`src/rtl/osc_trim_pkg.sv`:
```
package osc_trim_pkg;
  typedef enum logic [2:0] {
    ST_IDLE,
    ST_MEAS,
    ST_EVAL,
    ST_FMEAS,
    ST_DONE
  } trim_state_e;

  typedef enum logic {
    STG_COARSE,
    STG_FINE
  } trim_stage_e;
endpackage

```
`src/rtl/osc_trim_target.sv`:
```
module osc_trim_target #(
  parameter int MHZ_W   = 8,
  parameter int CNT_W   = 16,
  parameter int SCALE   = 1024,
  parameter int REF_DIV = 26
) (
  input  logic [MHZ_W-1:0] mhz_i,
  output logic [CNT_W-1:0] tgt_o
);
  localparam int PW = MHZ_W + $clog2(SCALE) + 2;

  logic [PW-1:0] num;

  // round half up
  assign num   = PW'(mhz_i) * PW'(SCALE) + PW'(REF_DIV / 2);
  assign tgt_o = CNT_W'(num / PW'(REF_DIV));
endmodule

```
`src/rtl/osc_trim_err.sv`:
```
module osc_trim_err #(
  parameter int CNT_W = 16
) (
  input  logic [CNT_W-1:0]  tgt_i,
  input  logic [CNT_W-1:0]  cnt_i,
  output logic signed [1:0] sgn_o,
  output logic [CNT_W:0]    mag_o
);
  logic [CNT_W:0] diff;

  assign diff  = {1'b0, tgt_i} - {1'b0, cnt_i};
  assign mag_o = diff[CNT_W] ? (~diff + 1'b1) : diff;
  assign sgn_o = (diff == '0) ? 2'sb00 : (diff[CNT_W] ? 2'sb11 : 2'sb01);
endmodule

```
`src/rtl/osc_trim_step.sv`:
```
module osc_trim_step #(
  parameter int W = 6
) (
  input  logic [W-1:0]      code_i,
  input  logic signed [1:0] dir_i,
  output logic [W-1:0]      code_o,
  output logic              oor_o
);
  logic [W+1:0] sum;

  assign sum    = {2'b00, code_i} + {{W{dir_i[1]}}, dir_i};
  assign code_o = sum[W-1:0];
  // negative, or reached 2^W
  assign oor_o  = sum[W+1] | sum[W];
endmodule

```
`src/rtl/osc_trim_search.sv`:
```
module osc_trim_search
  import osc_trim_pkg::*;
#(
  parameter int COARSE_W = 6,
  parameter int FINE_W   = 6,
  parameter int CNT_W    = 16,
  parameter int MHZ_W    = 8,
  parameter int SCALE    = 1024,
  parameter int REF_DIV  = 26
) (
  input  logic                clk_i,
  input  logic                rst_ni,
  input  logic                start_i,
  input  logic [MHZ_W-1:0]    target_mhz_i,
  output logic                meas_req_o,
  input  logic                meas_done_i,
  input  logic [CNT_W-1:0]    meas_cnt_i,
  output logic [COARSE_W-1:0] coarse_o,
  output logic [FINE_W-1:0]   fine_o,
  output logic [CNT_W-1:0]    count_o,
  output logic                busy_o,
  output logic                done_o,
  output logic                fail_o
);
  localparam logic [COARSE_W-1:0] C_MID = {1'b1, {(COARSE_W-1){1'b0}}};
  localparam logic [FINE_W-1:0]   F_MID = {1'b1, {(FINE_W-1){1'b0}}};

  trim_state_e         state_q;
  trim_stage_e         stage_q, stage_nx;
  logic [CNT_W-1:0]    tgt_q, tgt_new, cnt_q, prev_cnt_q, count_q;
  logic [COARSE_W-1:0] coarse_q, prev_coarse_q;
  logic [FINE_W-1:0]   fine_q, prev_fine_q;
  logic                prev_vld_q, fail_q;

  logic signed [1:0]   cur_sgn, prev_sgn, keep_sgn;
  logic [CNT_W:0]      cur_mag, prev_mag;
  logic                bracket, keep_prev;
  logic [COARSE_W-1:0] keep_c, c_nx;
  logic [FINE_W-1:0]   keep_f, f_nx;
  logic [CNT_W-1:0]    keep_cnt;
  logic                c_oor, f_oor;

  osc_trim_target #(
    .MHZ_W(MHZ_W), .CNT_W(CNT_W), .SCALE(SCALE), .REF_DIV(REF_DIV)
  ) u_tgt (
    .mhz_i (target_mhz_i),
    .tgt_o (tgt_new)
  );

  osc_trim_err #(.CNT_W(CNT_W)) u_err_cur (
    .tgt_i (tgt_q), .cnt_i (cnt_q), .sgn_o (cur_sgn), .mag_o (cur_mag)
  );

  osc_trim_err #(.CNT_W(CNT_W)) u_err_prev (
    .tgt_i (tgt_q), .cnt_i (prev_cnt_q), .sgn_o (prev_sgn), .mag_o (prev_mag)
  );

  assign bracket   = prev_vld_q && (cur_sgn != prev_sgn);
  assign keep_prev = bracket && (prev_mag < cur_mag);
  assign keep_c    = keep_prev ? prev_coarse_q : coarse_q;
  assign keep_f    = keep_prev ? prev_fine_q   : fine_q;
  assign keep_cnt  = keep_prev ? prev_cnt_q    : cnt_q;
  assign keep_sgn  = keep_prev ? prev_sgn      : cur_sgn;
  assign stage_nx  = bracket ? STG_FINE : stage_q;

  osc_trim_step #(.W(COARSE_W)) u_step_c (
    .code_i (keep_c), .dir_i (keep_sgn), .code_o (c_nx), .oor_o (c_oor)
  );

  osc_trim_step #(.W(FINE_W)) u_step_f (
    .code_i (keep_f), .dir_i (keep_sgn), .code_o (f_nx), .oor_o (f_oor)
  );

  always_ff @(posedge clk_i or negedge rst_ni) begin
    if (!rst_ni) begin
      state_q       <= ST_IDLE;
      stage_q       <= STG_COARSE;
      tgt_q         <= '0;
      cnt_q         <= '0;
      prev_cnt_q    <= '0;
      count_q       <= '0;
      coarse_q      <= C_MID;
      fine_q        <= F_MID;
      prev_coarse_q <= C_MID;
      prev_fine_q   <= F_MID;
      prev_vld_q    <= 1'b0;
      fail_q        <= 1'b0;
    end else begin
      unique case (state_q)
        ST_IDLE, ST_DONE: begin
          if (start_i) begin
            state_q    <= ST_MEAS;
            stage_q    <= STG_COARSE;
            tgt_q      <= tgt_new;
            coarse_q   <= C_MID;
            fine_q     <= F_MID;
            prev_vld_q <= 1'b0;
            fail_q     <= 1'b0;
            count_q    <= '0;
          end
        end
        ST_MEAS: begin
          if (meas_done_i) begin
            cnt_q   <= meas_cnt_i;
            state_q <= ST_EVAL;
          end
        end
        ST_EVAL: begin
          if (cnt_q == '0) begin
            fail_q  <= 1'b1;
            state_q <= ST_DONE;
          end else if (bracket && stage_q == STG_FINE) begin
            coarse_q <= keep_c;
            fine_q   <= keep_f;
            state_q  <= ST_FMEAS;
          end else begin
            stage_q       <= stage_nx;
            prev_vld_q    <= 1'b1;
            prev_coarse_q <= keep_c;
            prev_fine_q   <= keep_f;
            prev_cnt_q    <= keep_cnt;
            if ((stage_nx == STG_COARSE) ? c_oor : f_oor) begin
              fail_q  <= 1'b1;
              state_q <= ST_DONE;
            end else begin
              coarse_q <= (stage_nx == STG_COARSE) ? c_nx : keep_c;
              fine_q   <= (stage_nx == STG_COARSE) ? keep_f : f_nx;
              state_q  <= ST_MEAS;
            end
          end
        end
        ST_FMEAS: begin
          if (meas_done_i) begin
            count_q <= meas_cnt_i;
            state_q <= ST_DONE;
          end
        end
        default: state_q <= ST_IDLE;
      endcase
    end
  end

  assign meas_req_o = (state_q == ST_MEAS) || (state_q == ST_FMEAS);
  assign busy_o     = (state_q != ST_IDLE) && (state_q != ST_DONE);
  assign done_o     = (state_q == ST_DONE);
  assign fail_o     = fail_q;
  assign coarse_o   = coarse_q;
  assign fine_o     = fine_q;
  assign count_o    = count_q;
endmodule

```
`config.mk`:
```
export PLATFORM = sky130hd
export DESIGN_NAME = osc_trim_search
export DESIGN_NICKNAME = d
export VERILOG_FILES = /design/src/rtl/osc_trim_pkg.sv /design/src/rtl/osc_trim_target.sv /design/src/rtl/osc_trim_err.sv /design/src/rtl/osc_trim_step.sv /design/src/rtl/osc_trim_search.sv
export SDC_FILE = /design/constraint.sdc
export NUM_CORES = 1
export LEC_CHECK = 0
export ABC_AREA = 1
export BUFFER_PORTS_ARGS = -buffer_cell sky130_fd_sc_hd__buf_2
export CAP_MARGIN = 20
export CORE_UTILIZATION = 30
export DETAILED_ROUTE_END_ITERATION = 10
export GPL_TIMING_DRIVEN = 0
export PLACE_DENSITY = 0.48
export SETUP_SLACK_MARGIN = 0.1
export SYNTH_ARGS = -nofsm -noshare
export SYNTH_HDL_FRONTEND = slang
export SYNTH_SLANG_ARGS = --single-unit
```
`constraint.sdc`:
```
create_clock -name clk_i -period 7.9 [get_ports clk_i]
set_clock_uncertainty 0.15 [all_clocks]
set_input_delay 0.79 -clock clk_i [delete_from_list [all_inputs] [get_ports clk_i]]
set_output_delay 0.79 -clock clk_i [all_outputs]
set_load 0.01 [all_outputs]
```
==> metrics.yaml <==
max_cap_check_violation_count: 0
clock_tree.htree_level_count: 3
antenna_found_initial: 0
critical_path.endpoint_type: "flip-flop"
cts_inserted_buffers: 9
mostFrequentLayoutCell: "nand2_1"
port_buffers: 57
synth_cell_types: 51
clock_latency_ns: 0.35
detailed_place_hpwl_mm: 18.0
slowest_delay_ns: 0.39
design.final.nets: 1542
fp.dieW_um: 172
vias_in_the_first_global_route: 8157
cts-root-to-sink-buffers: 2
die-area_um2: 29600
grt_util_all_layers: 0.166
drt_first_iter_violations: 339
drtPass1Iterations: 5
maxClockFrequency_mhz: 128
post_synthesis_net_count: 1381
min-delay-path-class: "input pin to async pin"
timing_hold_violations_final: 0
number_of_synthesized_flops_with_an_enable_pin: 0
area_growth_syn_to_layout_pct: 28.4
post-route-min-period_ns: 7.83
top_level_ports: 60
critical_path.max_fanout: 7
cp_data_arrival_time_ns: 7.96
final_layout_size_suffix_gt1_frac: 0.252
rows: 61
largest_net_degree_at_the_start_of_global_routing: 63
global_route.overflow_total: 0
report.final.slew_viol_count: 0
ctsRootBufferMaster: "clkbuf_16"
synth.cell_area_um2: 8660
final_cell_count_no_fill: 1825
grt_setup_unrepaired: "yes"
critical-path-top-cell-by-count: "buf_4"
global_route_wire_length_before_repair_mm: 39.1
ys_ff_latch: 92
layout.cells.most_common_list: "247 x nand2_1, 198 x inv_1, 99 x nor2_1, 88 x buf_4, 88 x dfrtp_1"
initial_core_util: 0.308
detail_route.vias_per_cell: 4.65
tightest_slew_ns: 0.818
worst_slew_margin_rel: 0.450
clkSinkCount: 92
finalWirelength_mm: 24.2
final_min_period_over_clock_period: 0.991
clk_transition_reported_paths_ns: 0.08
detail_route.drc_violations: 0
postSynth.topFlopCell: "dfrtp_1"
outcome: "finished clean"
async_flop_share: 1.00
crit_path_start_kind: "flip-flop"
routed_wire_length_per_instance_um: 13.3
setup-violations-final: 0
cp_data_required_time_ns: 8.04
postRouteAntennaNets: 0
vias: 8478
dp.cells: 1717
design.core.area_um2: 28100
finalWeightedCongestion: 0.809
tritoncts_clock_tree: "done"
timing.critical_path.slowest_stage_cell: "dfrtp_1"
critPathKind: "flip-flop to flip-flop"
n_fill_cell: 3032
post_synth_inst_count: 1281
die_y_extent_um: 172
diodes: 0
ys_seq_area_frac: 0.266
synth_warnings: 0
postSynthAreaPerCell_um2: 6.76
## kinds of logic (layout without fill, tap and decap cells)
| logic type | count (synthesis) | count (layout) | share of synthesized area |
|---|---|---|---|
| flip-flops | 92 | 92 | 0.266 |
| AO/OA/AOI/OAI | 230 | 230 | 0.148 |
| multiplexers | 1 | 1 | 0.00116 |
| AND/OR/NAND/NOR | 571 | 571 | 0.305 |
| buffers and inverters | 254 | 420 | 0.111 |
| adder cells (fa/ha/maj) | 72 | 72 | 0.107 |
| XOR/XNOR | 61 | 61 | 0.0617 |
## final cells by class
cell class | count | area [um2] | share of cell area
plain buffers | 24 | 176 | 0.0159
clock buffers | 10 | 239 | 0.0215
clock inverters | 6 | 53.8 | 0.00484
inverters | 229 | 877 | 0.0789
multi-input cells | 935 | 5940 | 0.534
flip-flops and latches | 92 | 2310 | 0.207
well taps | 378 | 473 | 0.0425
repair buffers | 151 | 1050 | 0.0948
## sequential cells by signal, indices dropped and copies added, names as in the netlist
name and flops:
prev_vld_q 1, stage_q 1, fail_o 1, prev_coarse_q 6, tgt_q 14, cnt_q 16
state_q 3, prev_cnt_q 16, coarse_o 6, prev_fine_q 6, fine_o 6, count_o 16
## what timing repair did
item,in CTS,in global routing
endpoints found under the setup margin,31,17
gates cloned,2,0
pin swaps,42,73
resized for setup,104,104
hold buffers,0,0
buffers inserted,57,36
## stage by stage
step	setup slack [ns]	setup TNS, ns	hold WS (ns)	utilization	cell area (um2)
floorplan	0.115	0	0.298	-	8660
global placement	-2.57	-37.91	0.317	0.335	9420
detailed placement	-2.47	-35.65	0.319	0.337	9450
CTS	-0.287	-3.60	0.248	0.374	10500
global route	-0.501	-6.25	0.274	0.396	11100
finish	0.0730	0	0.240	0.396	11100
## synth_stat cells (2+ instances only)
| master | instances | area (um2) |
|---|---|---|
| nor3_1 | 15 | 75.1 |
| nand4_1 | 20 | 125 |
| nand3_2 | 10 | 100 |
| xnor2_1 | 10 | 87.6 |
| fa_1 | 4 | 80.1 |
| and2_1 | 4 | 25.0 |
| clkbuf_1 | 23 | 86.3 |
| nand2_4 | 2 | 22.5 |
| a21oi_2 | 3 | 26.3 |
| inv_1 | 211 | 792 |
| inv_2 | 14 | 52.6 |
| nand2_1 | 274 | 1030 |
| nand2_2 | 22 | 138 |
| nand3b_1 | 2 | 15.0 |
| a2111oi_0 | 2 | 17.5 |
| nand4_2 | 2 | 25.0 |
| xor2_1 | 51 | 447 |
| o31ai_1 | 3 | 22.5 |
| o2111ai_1 | 2 | 17.5 |
| nor2_2 | 6 | 37.5 |
| ha_1 | 68 | 851 |
| nor2_4 | 4 | 45.0 |
| nand3_4 | 3 | 52.6 |
| o21bai_1 | 15 | 113 |
| a31oi_1 | 10 | 62.6 |
| clkinv_1 | 4 | 15.0 |
| nand3_1 | 88 | 440 |
| or2_2 | 2 | 12.5 |
| o21ai_0 | 110 | 551 |
| dfstp_2 | 4 | 105 |
| nand4_4 | 2 | 42.5 |
| a21oi_1 | 64 | 320 |
| nor4_1 | 3 | 18.8 |
| nor2_1 | 108 | 405 |
| dfrtp_1 | 88 | 2200 |
| buf_4 | 2 | 15.0 |
| o211ai_1 | 6 | 45.0 |
| o21ai_1 | 7 | 35.0 |
## per-layer routing
metal  track usage  share of wire  wire [um]
met5             0              0          0
met2         0.295           0.50      12100
met3        0.0167          0.015        373
met1         0.208           0.47      11300
met4        0.0589          0.019        467
## worst max-delay path, delay by kind of cell, from the launching register on
| family | cells | cell delay (ns) |
|---|---|---|
| AO/OA/AOI/OAI | 21 | 2.67 |
| XOR/XNOR | 1 | 0.14 |
| adder cells (fa/ha/maj) | 5 | 1.26 |
| buffers and inverters | 20 | 1.88 |
| flip-flops | 1 | 0.39 |
| AND/OR/NAND/NOR | 14 | 1.22 |
## path summary, 6_finish.rpt
path                       slack [ns]                         end                        from  cells after the start
max                              0.07       fine_o[1]$_DFFE_PN0P_        tgt_q[0]$_DFFE_PN0P_                     61
min                              0.24  prev_cnt_q[13]$_DFFE_PN0P_                      rst_ni                      1
max reg2reg                      0.07       fine_o[1]$_DFFE_PN0P_        tgt_q[0]$_DFFE_PN0P_                     61
min reg2reg                      0.34  prev_cnt_q[13]$_DFFE_PN0P_  prev_cnt_q[13]$_DFFE_PN0P_                      2
max in group asynchronous        6.66  prev_fine_q[5]$_DFFE_PN1P_                      rst_ni                      2
min in group clk_i               0.34  prev_cnt_q[13]$_DFFE_PN0P_  prev_cnt_q[13]$_DFFE_PN0P_                      2
Power is left out: the tool's default activity adds up to more than one toggle a clock period on the data nets, which glitch-free logic cannot reach.
